## src/rtl/evt_irq_pkg.sv

```systemverilog
package evt_irq_pkg;

    localparam int REG_W = 16;

    // Bit positions of the DMA status word; neighbours decode these.
    localparam int BIT_RX_SB_RD   = 0;
    localparam int BIT_RX_SB_ERR  = 1;
    localparam int BIT_RX_CRC     = 2;
    localparam int BIT_RX_ABORT   = 3;
    localparam int BIT_RX_LEN     = 4;
    localparam int BIT_RX_OVF     = 5;
    localparam int BIT_RX_LB_RD   = 6;
    localparam int BIT_RX_LB_ERR  = 7;
    localparam int BIT_RX_DQ_WR   = 10;
    localparam int BIT_RX_DQ_ERR  = 11;
    localparam int BIT_TX_UNDR    = 12;
    localparam int BIT_TX_PQ_RD   = 13;
    localparam int BIT_TX_DQ_WR   = 14;
    localparam int BIT_TX_DQ_ERR  = 15;

    function automatic logic [REG_W-1:0] bitv(input int pos);
        return REG_W'(1) << pos;
    endfunction

    localparam logic [REG_W-1:0] DMA_IMPL =
        bitv(BIT_RX_SB_RD) | bitv(BIT_RX_SB_ERR) | bitv(BIT_RX_CRC) |
        bitv(BIT_RX_ABORT) | bitv(BIT_RX_LEN) | bitv(BIT_RX_OVF) |
        bitv(BIT_RX_LB_RD) | bitv(BIT_RX_LB_ERR) | bitv(BIT_RX_DQ_WR) |
        bitv(BIT_RX_DQ_ERR) | bitv(BIT_TX_UNDR) | bitv(BIT_TX_PQ_RD) |
        bitv(BIT_TX_DQ_WR) | bitv(BIT_TX_DQ_ERR);

    localparam logic [REG_W-1:0] LB_IMPL = '1;

    localparam int NUM_BANKS = 2;

    typedef enum logic [1:0] {
        SEL_DMA_STAT = 2'd0,
        SEL_DMA_MASK = 2'd1,
        SEL_LB_STAT  = 2'd2,
        SEL_LB_MASK  = 2'd3
    } reg_sel_e;

    typedef struct packed {
        logic     hit;
        reg_sel_e sel;
    } reg_dec_t;

    typedef struct packed {
        logic [REG_W-1:0] status;
        logic [REG_W-1:0] mask;
    } bank_view_t;

    function automatic reg_dec_t decode_addr(input logic [31:0] a);
        reg_dec_t d;
        d.hit = (a >> 2) == 32'd0;
        d.sel = reg_sel_e'(a[1:0]);
        return d;
    endfunction

endpackage

```

## src/rtl/evt_or_reduce.sv

```systemverilog
module evt_or_reduce #(
    parameter int NUM_CH = 4,
    parameter int W      = 16
) (
    input  logic [NUM_CH-1:0][W-1:0] ev_i,
    output logic [W-1:0]             any_o
);
    always_comb begin
        any_o = '0;
        for (int c = 0; c < NUM_CH; c++) begin
            any_o = any_o | ev_i[c];
        end
    end
endmodule

```

## src/rtl/sticky_bank.sv

```systemverilog
module sticky_bank
    import evt_irq_pkg::*;
#(
    parameter logic [REG_W-1:0] IMPL = '1
) (
    input  logic             clk,
    input  logic             rst,
    input  logic [REG_W-1:0] ev_i,
    input  logic             clr_i,
    input  logic             mask_we_i,
    input  logic [REG_W-1:0] mask_wdata_i,
    output bank_view_t       view_o,
    output logic             pend_o
);
    logic [REG_W-1:0] status_q;
    logic [REG_W-1:0] mask_q;
    logic [REG_W-1:0] ev_impl;
    logic [REG_W-1:0] keep;

    assign ev_impl = ev_i & IMPL;
    assign keep    = clr_i ? '0 : status_q;

    always_ff @(posedge clk) begin
        if (rst) begin
            status_q <= '0;
            mask_q   <= '0;
        end else begin
            status_q <= keep | ev_impl;
            if (mask_we_i) begin
                mask_q <= mask_wdata_i & IMPL;
            end
        end
    end

    assign view_o.status = status_q;
    assign view_o.mask   = mask_q;
    assign pend_o        = |(status_q & mask_q);

    AST_EVT_LATCHES: assert property (@(posedge clk) disable iff (rst)
        (|ev_impl) |=> ((status_q & $past(ev_impl)) == $past(ev_impl)));
    AST_HOLD_NO_CLR: assert property (@(posedge clk) disable iff (rst)
        !clr_i |=> ((status_q & $past(status_q)) == $past(status_q)));
    AST_CLR_ON_READ: assert property (@(posedge clk) disable iff (rst)
        clr_i |=> ((status_q & ~$past(ev_impl)) == '0));
    AST_READ_KEEPS_EVT: assert property (@(posedge clk) disable iff (rst)
        (clr_i && |ev_impl) |=> (status_q == $past(ev_impl)));
    AST_UNIMPL_ZERO: assert property (@(posedge clk) disable iff (rst)
        ((view_o.status | view_o.mask) & ~IMPL) == '0);
endmodule

```

## src/rtl/irq_drive.sv

```systemverilog
module irq_drive #(
    parameter int NB = 2
) (
    input  logic [NB-1:0] pend_i,
    input  logic          cfg_mode_i,
    output logic          host_irq_n_o,
    output logic          local_irq_n_o
);
    logic any_pend;

    assign any_pend      = |pend_i;
    assign host_irq_n_o  = ~any_pend;
    assign local_irq_n_o = ~(any_pend & cfg_mode_i);
endmodule

```

## src/rtl/evt_irq_regs.sv

```systemverilog
module evt_irq_regs
    import evt_irq_pkg::*;
#(
    parameter int NUM_CH = 4,
    parameter int ADDR_W = 4
) (
    input  logic                         clk,
    input  logic                         rst,
    input  logic [NUM_CH-1:0][REG_W-1:0] dma_evt_i,
    input  logic [REG_W-1:0]             lb_evt_i,
    input  logic                         local_cfg_mode_i,
    input  logic [ADDR_W-1:0]            addr_i,
    input  logic                         rd_i,
    input  logic                         wr_i,
    input  logic [REG_W-1:0]             wdata_i,
    output logic [REG_W-1:0]             rdata_o,
    output logic                         host_irq_n_o,
    output logic                         local_irq_n_o
);
    localparam int BANK_DMA = 0;
    localparam int BANK_LB  = 1;

    reg_dec_t         dec;
    logic [REG_W-1:0] dma_any;
    bank_view_t       views [NUM_BANKS];
    logic [NUM_BANKS-1:0] pend;
    logic             clr_dma, clr_lb, we_dma_mask, we_lb_mask;
    logic [REG_W-1:0] rd_mux;

    assign dec = decode_addr(32'(addr_i));

    assign clr_dma     = rd_i && dec.hit && dec.sel == SEL_DMA_STAT;
    assign clr_lb      = rd_i && dec.hit && dec.sel == SEL_LB_STAT;
    assign we_dma_mask = wr_i && dec.hit && dec.sel == SEL_DMA_MASK;
    assign we_lb_mask  = wr_i && dec.hit && dec.sel == SEL_LB_MASK;

    evt_or_reduce #(.NUM_CH(NUM_CH), .W(REG_W)) u_or (
        .ev_i  (dma_evt_i),
        .any_o (dma_any)
    );

    sticky_bank #(.IMPL(DMA_IMPL)) u_dma_bank (
        .clk          (clk),
        .rst          (rst),
        .ev_i         (dma_any),
        .clr_i        (clr_dma),
        .mask_we_i    (we_dma_mask),
        .mask_wdata_i (wdata_i),
        .view_o       (views[BANK_DMA]),
        .pend_o       (pend[BANK_DMA])
    );

    sticky_bank #(.IMPL(LB_IMPL)) u_lb_bank (
        .clk          (clk),
        .rst          (rst),
        .ev_i         (lb_evt_i),
        .clr_i        (clr_lb),
        .mask_we_i    (we_lb_mask),
        .mask_wdata_i (wdata_i),
        .view_o       (views[BANK_LB]),
        .pend_o       (pend[BANK_LB])
    );

    irq_drive #(.NB(NUM_BANKS)) u_irq (
        .pend_i        (pend),
        .cfg_mode_i    (local_cfg_mode_i),
        .host_irq_n_o  (host_irq_n_o),
        .local_irq_n_o (local_irq_n_o)
    );

    always_comb begin
        rd_mux = '0;
        if (dec.hit) begin
            unique case (dec.sel)
                SEL_DMA_STAT: rd_mux = views[BANK_DMA].status;
                SEL_DMA_MASK: rd_mux = views[BANK_DMA].mask;
                SEL_LB_STAT:  rd_mux = views[BANK_LB].status;
                SEL_LB_MASK:  rd_mux = views[BANK_LB].mask;
                default:      rd_mux = '0;
            endcase
        end
    end

    always_ff @(posedge clk) begin
        if (rst) begin
            rdata_o <= '0;
        end else if (rd_i) begin
            rdata_o <= rd_mux;
        end
    end

    AST_HOST_ON_DMA: assert property (@(posedge clk) disable iff (rst)
        (|(views[BANK_DMA].status & views[BANK_DMA].mask)) |-> !host_irq_n_o);
    AST_HOST_ON_LB: assert property (@(posedge clk) disable iff (rst)
        (|(views[BANK_LB].status & views[BANK_LB].mask)) |-> !host_irq_n_o);
    AST_LOCAL_GATED: assert property (@(posedge clk) disable iff (rst)
        !local_cfg_mode_i |-> local_irq_n_o);
    AST_LOCAL_NEEDS_HOST: assert property (@(posedge clk) disable iff (rst)
        !local_irq_n_o |-> !host_irq_n_o);
    AST_RDATA_HOLD: assert property (@(posedge clk) disable iff (rst)
        !rd_i |=> $stable(rdata_o));
endmodule

```

## config.mk

```make
export PLATFORM = sky130hd
export DESIGN_NAME = evt_irq_regs
export DESIGN_NICKNAME = d
export VERILOG_FILES = /design/src/rtl/evt_irq_pkg.sv /design/src/rtl/evt_or_reduce.sv /design/src/rtl/sticky_bank.sv /design/src/rtl/irq_drive.sv /design/src/rtl/evt_irq_regs.sv
export SDC_FILE = /design/constraint.sdc
export NUM_CORES = 1
export LEC_CHECK = 0
export BUFFER_PORTS_ARGS = -buffer_cell sky130_fd_sc_hd__buf_2
export CORE_ASPECT_RATIO = 0.8
export CORE_MARGIN = 3
export CORE_UTILIZATION = 44
export DETAILED_ROUTE_END_ITERATION = 8
export HOLD_SLACK_MARGIN = 0.02
export PLACE_DENSITY_LB_ADDON = 0.12
export REMOVE_ABC_BUFFERS = 1
export SYNTH_ARGS = -nofsm -noshare
export SYNTH_HDL_FRONTEND = slang
export SYNTH_SLANG_ARGS = --single-unit
```

## constraint.sdc

```tcl
create_clock -name clk -period 1.4 [get_ports clk]
set_clock_uncertainty 0.05 [all_clocks]
set_input_delay 0.14 -clock clk [delete_from_list [all_inputs] [get_ports clk]]
set_output_delay 0.14 -clock clk [all_outputs]
set_load 0.02 [all_outputs]
```

Yosys cells after proc, flatten, opt, wreduce, memory -nomap -nowiden
Index checks and enable logic that the tools add are counted.

Bits in read-only memories: 0. Output and inout bits: 18. Logic and storage cells: 31. Register bits after elaboration: 78. Memories: 0. Memory bits (writable): 0. Bits in latches: 0. Input port bits: 105.

Bitwise gates (word level): 10. $lt $le $gt $ge: 0. Shifts and indexed selects: 0. Divide/modulo/power cells: 0. Reduce and logical (&&, ||, !) cells: 9. Mux-type cells: 4. $add $sub $neg: 0. Multiply operators: 0. Equality and inequality tests: 3.

Operators by type and width (count): $or A16 B16 Y16 (5); $pmux W16 S4 (1); $mux W16 (3); $and A16 B16 Y16 (2); $logic_not A32 Y1 (1); $reduce_or A32 Y1 (1); $logic_and A1 B1 Y1 (6); $eq A2 B2 Y1 const B (2); $eq A2 B1 Y1 const B (1); $logic_not A2 Y1 (1); $not A1 Y1 (2); $and A1 B1 Y1 (1).

Depth between registers and ports, before layout
Gate-level depths: netlist of the first run.

Depth in word-level cells: 5. Mapped depth: 6. Mapped depth without buffers: 4.

Hierarchy
From an unflattened synthesis of the first run, not the netlist that was laid out.

Cells, all modules: 296. Area total of the unflattened synthesis: 3254.4 um2.

Modules (own cells, without submodules): sticky_bank (u_lb_bank) (cells an instance 112, sequential area each 640.6 um2, area each 1158.6 um2, times used 1); sticky_bank (u_dma_bank) (cells an instance 105, sequential area each 560.5 um2, area each 1038.5 um2, times used 1); evt_irq_regs (cells an instance 61, sequential area each 320.3 um2, area each 928.4 um2, times used 1); evt_or_reduce (cells an instance 16, sequential area each 0.0 um2, area each 120.1 um2, times used 1); irq_drive (cells an instance 2, sequential area each 0.0 um2, area each 8.8 um2, times used 1).

Worst setup path after synthesis of the first run
OpenSTA, ideal clock, no wires.

Kind: register -> output. Start point: register u_lb_bank.status_q[7]. End point: output port local_irq_n_o. Arrival: 1.637 ns. Setup slack: -0.427 ns. Data required time: 1.210 ns. Buffers on the path: 0. Cell stages (with the launch flop): 5. Cells stage by stage: dfxtp_1 > a22oi_1 > nand2_1 > or3_1 > o41ai_1.

Word-level cells in the longest chain between the ends: 4.

RTL lines: start: declaration (RTL line sticky_bank.sv:15) `logic [REG_W-1:0] status_q;`; start signal: assignment (RTL line sticky_bank.sv:28) `status_q <= keep | ev_impl;`; $and A16 B16 Y16 (RTL line sticky_bank.sv:37) `assign pend_o = |(status_q & mask_q);`; $reduce_or A32 Y1 (RTL line irq_drive.sv:11) `assign any_pend = |pend_i;`; $and A1 B1 Y1 (RTL line irq_drive.sv:13) `assign local_irq_n_o = ~(any_pend & cfg_mode_i);`; $not A1 Y1 (RTL line irq_drive.sv:13); end: declaration (RTL line evt_irq_regs.sv:18) `output logic local_irq_n_o`.

No other way between the ends.

Worst setup path after layout of the first run
Start point: register u_lb_bank.mask_q[5]. End point: output port host_irq_n_o.

Word-level cells in the longest chain between the ends: 3.

RTL lines: start: declaration (RTL line sticky_bank.sv:16) `logic [REG_W-1:0] mask_q;`; start signal: assignment (RTL line sticky_bank.sv:30) `mask_q <= mask_wdata_i & IMPL;`; $and A16 B16 Y16 (RTL line sticky_bank.sv:37); $reduce_or A32 Y1 (RTL line irq_drive.sv:11); $not A1 Y1 (RTL line irq_drive.sv:12) `assign host_irq_n_o = ~any_pend;`; end: declaration (RTL line evt_irq_regs.sv:17) `output logic host_irq_n_o,`.

No other way between the ends.

==> metrics.txt, run 1 <==
status=finished, violations left; violated checks=negative setup slack; WP data required=1.21 ns; n_diodes=0; ys async rst share=0; Die H=81.4 um; nets@finish=652; total power=0.00460 W; number of DRC markers in iteration 0=162; # setup viols final=2; core area=between 6000 and 7000 um^2; Final GP Congestion=~0.8; Max Cap Viol=0; worst slew margin relative to its limit=0.566; met2 GRT Util=0.502; number of fill cells=449; RSZ-0062 raised after global routing=true; cell area after layout=5240 um^2; Final Cycle Share=1.42; Mapped Area=around 3100 um^2; Post-DP HPWL=6710 um; met3 usage=0.0790; Crit Path Class=flip-flop to output pin; YS warnings=0; Port Buffers=114; root buf cell=clkbuf_8; PwrDens=879 nW/um^2; crit path DAT=~1.8 ns; min-delay worst type=primary input to flip-flop; Max Clock Freq=504 MHz; total track usage=0.276; Post-Synthesis Cells=about 300; Routed WL=roughly 11000 um; Post-Syn Area per Cell=10.1 um^2; drc violations=0; total CTS buffers=9; max-slew violation count=0; Tmin final=about 2.0 ns; Final Hold Viols=0; register area share after synthesis=0.487; CP endpoint kind=output pin; CP Launch Type=flip-flop; CTS tree=yes; routed via count=3384; Skew-Pair Late Insertion Delay=0.34 ns; clk buf depth=2; grt ovf=0; clock-pin slew of the registers on the worst-case setup and hold paths=0.07 ns; synthesis-to-finish area growth=67.6%; Die Span X=100 um; Setup TNS Final=-1.13 ns; worst setup margin=-0.585 ns; global routing usage on met1=0.313; CTS Sinks=76; Die ar.=8150 um^2; global-route wire length before repair=17200 um; most used routing layer in global routing=met2; vias in the first global route=3522; commonest non-fill, non-tap cells in the layout=buf_2 (112), dlygate4sd3_1 (80), dfxtp_1 (74); Final Util=0.789; drt first pass iters=5; commonest non-fill, non-tap cell in the layout=buf_2; H-tree levels=3; post-synthesis register bit count=76; Distinct cells, synth=25; largest net degree at the start of global routing=77; Antenna Nets Post-Route=0; worst-path fanout max=3; Post-synth EDFFs=0; initial core utilization=0.471; placed standard-cell area=4180 um^2; initial antenna violation count=0; # rows=26; maximum vdd drop=about 0.00065 V; I/O pin cnt=around 120; average wire per standard cell=17.0 um; Via density=5.32; Tightest Pin Transition=0.650 ns; ys flop type=dfxtp_1; worst slack at placement=-0.303 ns; P_leak=2.42 nW; share of layout cells above drive strength 1=0.379
cells in the mapped netlist (all sizes together) (2+ instances only):
cell | number | share of area
dfxtp | 76 | 0.49
buf | 10 | 0.021
nand4 | 2 | 0.0040
a22oi | 28 | 0.067
nand2 | 17 | 0.020
clkbuf | 10 | 0.012
nor2 | 63 | 0.076
a21oi | 30 | 0.048
mux4 | 14 | 0.10
a222oi | 2 | 0.0064
nor4 | 15 | 0.030
mux2i | 30 | 0.096
report_power, final:
| group | leakage [nW] | switching [W] | internal [W] |
|---|---|---|---|
| combinational | 1.70 | 0.000301 | 0.000460 |
| clock | 0.0937 | 0.000756 | 0.000790 |
| sequential | 0.624 | 0.0000585 | 0.00224 |
| total | 2.42 | 0.00112 | 0.00349 |
final cells by class:
type                       instances  area [um^2]  area share
timing repair buffer             248         1860       0.355
multi-input combinational        211         1560       0.299
sequential                        76         1520       0.291
clock buffer                      15          176      0.0337
tap                               84          105      0.0201
clock inverter                     1         5.00    0.000956
inverter                           1         3.75    0.000717
cell families after synthesis:
kind of cell / share of synthesized area
AOI/OAI and AO/OA: 0.127
DFF: 0.487
buffers and inverters: 0.0345
and+or+nand+nor: 0.154
muxes: 0.197
per-layer routing:
metal  part of all wire  vias up
met5                  0        -
met4              0.021        0
met3              0.065       26
met2               0.52      152
met1               0.39     1600
li1                   -     1606
stage by stage:
stage	hold slack, ns	std cells
after floorplan	0.159	288
after global placement	0.294	540
after detailed placement	0.300	540
after CTS	0.0209	636
after global routing	0.0371	636
final	0.0194	636
repair_timing:
action,in CTS,in global routing
gates resized for setup,5,11
pin swaps,2,3
hold buffers,80,0
endpoints found under the setup margin,2,2
endpoints found under the hold margin,53,0
buffers inserted,0,0
worst paths after layout:
path	from	end	slack, ns	cells past startpoint
max	u_lb_bank.mask_q[5]	host_irq_n_o	-0.59	5
min	dma_evt_i[22]	u_dma_bank.status_q[6]	0.02	3
max reg2reg	u_lb_bank.status_q[4]	rdata_o[4]	0.07	4
min reg2reg	u_dma_bank.status_q[3]	u_dma_bank.status_q[3]	0.44	2
critical path: stages, from the launching register on:
cell     delay [ns]
dfxtp_1        0.35
a22oi_2        0.18
nand2_1        0.10
or3_4          0.40
nor4_2         0.22
buf_4          0.21
flip-flops by register name, indices dropped and copies added (netlist names):
signal / cells
u_dma_bank.mask_q: 14
u_lb_bank.mask_q: 16
u_dma_bank.status_q: 14
u_lb_bank.status_q: 16
rdata_o: 16
(Power assumes the default switching activity.)
==> run 2: changes to the inputs <==
--- a/config.mk
+++ b/config.mk
@@ -9,10 +9,12 @@
 export CORE_ASPECT_RATIO = 0.8
 export CORE_MARGIN = 3
 export CORE_UTILIZATION = 44
+export CTS_BUF_LIST = sky130_fd_sc_hd__clkbuf_4 sky130_fd_sc_hd__clkbuf_8 sky130_fd_sc_hd__clkbuf_16
 export DETAILED_ROUTE_END_ITERATION = 8
 export HOLD_SLACK_MARGIN = 0.02
 export PLACE_DENSITY_LB_ADDON = 0.12
 export REMOVE_ABC_BUFFERS = 1
+export SLEW_MARGIN = 10
 export SYNTH_ARGS = -nofsm -noshare
 export SYNTH_HDL_FRONTEND = slang
 export SYNTH_SLANG_ARGS = --single-unit
==> run 2 against run 1 <==
Net effect:
- setup slack improved by 0.0010 ns
- the run still ends with negative setup slack left
- critical path depth unchanged
- via count decreased by 0.35%
- core utilization about the same
- non-clock buffer count decreased by 1
- largest cell class unchanged
- total power increased by 1.1%
- critical endpoint unchanged
- count of clock-buffer cells in the layout unchanged
==> metrics.txt, run 2 (synthesized netlist as in run 1, its figures left out) <==
WP data required=1.21 ns (about the same); synthesis-to-finish area growth=67.7% (about the same); # rows=26 (unchanged); Max Cap Viol=0 (unchanged); total track usage=0.274 (-0.00165); Routed WL=10700 um (-1.3%); maximum vdd drop=0.000654 V (+0.20%); average wire per standard cell=16.8 um (-1.2%); drt first pass iters=4 (-1); violated checks=negative setup slack; total CTS buffers=9 (unchanged); initial core utilization=0.471 (unchanged); switching share of total power=0.238 (-0.00395); clk buf depth=2 (unchanged); Psw=0.00111 W (-0.56%); Final Hold Viols=0 (unchanged); Die H=81.4 um (unchanged); grt ovf=0 (unchanged); commonest non-fill, non-tap cell in the layout=buf_2; P_leak=2.42 nW (+0.25%); n_diodes=0 (unchanged); min-delay worst type=primary input to flip-flop; number of DRC markers in iteration 0=188 (+16%); status=finished, violations left; routed via count=3372 (-0.35%); clock-pin slew of the registers on the worst-case setup and hold paths=0.08 ns (about the same); Crit Path Class=flip-flop to output pin; Tightest Pin Transition=0.649 ns (-0.00148 ns); RSZ-0062 raised after global routing=true; Tmin final=1.98 ns (-0.00101 ns); Port Buffers=114 (unchanged); nets@finish=651 (-0.15%); Max Clock Freq=504 MHz (about the same); Antenna Nets Post-Route=0 (unchanged); Skew-Pair Late Insertion Delay=0.34 ns (about the same); cell area after layout=5240 um^2 (about the same); biggest regs=rdata_o x16, u_lb_bank.mask_q x16, u_lb_bank.status_q x16; footprint of the multi-input gates=1560 um^2 (unchanged); H-tree levels=3 (unchanged); CP Launch Type=flip-flop; vias in the first global route=3527 (+0.14%); Die ar.=8150 um^2 (unchanged); number of fill cells=445 (-0.89%); combinational share of power=0.163 (-0.002); worst-path fanout max=3 (unchanged); worst slew margin relative to its limit=0.567 (+0.000985); CP endpoint kind=output pin; drc violations=0 (unchanged); CTS tree=yes; crit path DAT=1.79 ns (about the same); root buf cell=clkbuf_8; Flop pwr share=0.493 (-0.006); Post-DP HPWL=6710 um (unchanged); post-CTS setup buffer count=0 (unchanged); PwrDens=889 nW/um^2 (+1.1%); share of layout cells above drive strength 1=0.385 (+0.00613); placed standard-cell area=4180 um^2 (unchanged); Reg area=1520 um^2 (unchanged); global-route wire length before repair=17100 um (-0.69%); CTS Sinks=76 (unchanged); max-slew violation count=0 (unchanged); worst setup margin=-0.584 ns (+0.00101 ns); Setup TNS Final=-1.13 ns (+0.000310 ns); largest net degree at the start of global routing=77 (unchanged); Die Span X=100 um (unchanged); hold_ws=0.0196 ns (+0.000197 ns); Final GP Congestion=0.808 (unchanged); Internal=0.00354 W (+1.6%); initial antenna violation count=0 (unchanged); I/O pin cnt=123 (unchanged); # setup viols final=2 (unchanged); core area=6640 um^2 (unchanged); Final Util=0.789 (about the same); share of total power in the clock network=0.344 (+0.008); commonest non-fill, non-tap cells in the layout=buf_2 (112), dlygate4sd3_1 (79), dfxtp_1 (74); Final Cycle Share=1.42 (about the same); worst slack at placement=-0.303 ns (unchanged); Via density=5.31 (-0.20%)
==> run 2: path summary, 6_finish.rpt <==
path	startpoint	to	slack, ns	cells past startpoint
worst min-delay path	dma_evt_i[22]	u_dma_bank.status_q[6]	0.02	3
worst min register to register	u_dma_bank.status_q[3]	u_dma_bank.status_q[3]	0.44	2
worst max-delay path	u_lb_bank.mask_q[5]	host_irq_n_o	-0.58	5
worst max register to register	u_dma_bank.status_q[4]	rdata_o[4]	0.08	4
==> run 2: routing by layer <==
layer / wire length, um / vias up / GRT usage
met3: 752 / 30 / 0.0790
met1: 4220 / 1579 / 0.308
met4: 257 / 0 / 0.0969
met2: 5440 / 153 / 0.497
li1: - / 1610 / -
met5: 0 / - / 0
==> run 2: power groups by stage <==
| stage | Combinational (W) | Clock [W] | Sequential (W) |
|---|---|---|---|
| CTS | 0.000732 | 0.00163 | 0.00229 |
| global placement | 0.000546 | 0 | 0.00233 |
| finish | 0.000758 | 0.00160 | 0.00229 |
| floorplan | 0.000182 | 0 | 0.00233 |
| detailed placement | 0.000558 | 0 | 0.00233 |
| global route | 0.000818 | 0.00174 | 0.00230 |
==> run 2: cell type report <==
class | instances | share of cell area
multi-input combinational | 211 | 0.299
tap | 84 | 0.0201
sequential | 76 | 0.291
clock inverter | 1 | 0.000956
clock buffer | 15 | 0.0358
timing repair buffer | 247 | 0.353
inverter | 1 | 0.000717
==> run 2: what timing repair did <==
item	4_1_cts	5_1_grt
hold buffers	79	0
setup endpoints to repair	2	2
pin swaps	2	3
endpoints found under the hold margin	54	0
resized for setup	5	11
cloned	0	0
==> run 2: metrics by stage <==
step | cells | power (W)
6_report | 635 | 0.00465
5_1_grt | 635 | 0.00486
4_1_cts | 635 | 0.00465
3_5_place_dp | 540 | 0.00289
3_3_place_gp | 540 | 0.00287
2_1_floorplan | 288 | 0.00251
==> run 2: worst max-delay path, stage by stage (launching register included) <==
cell     delay, ns
dfxtp_1       0.35
a22oi_2       0.18
nand2_1       0.09
or3_4         0.40
nor4_2        0.21
buf_4         0.21
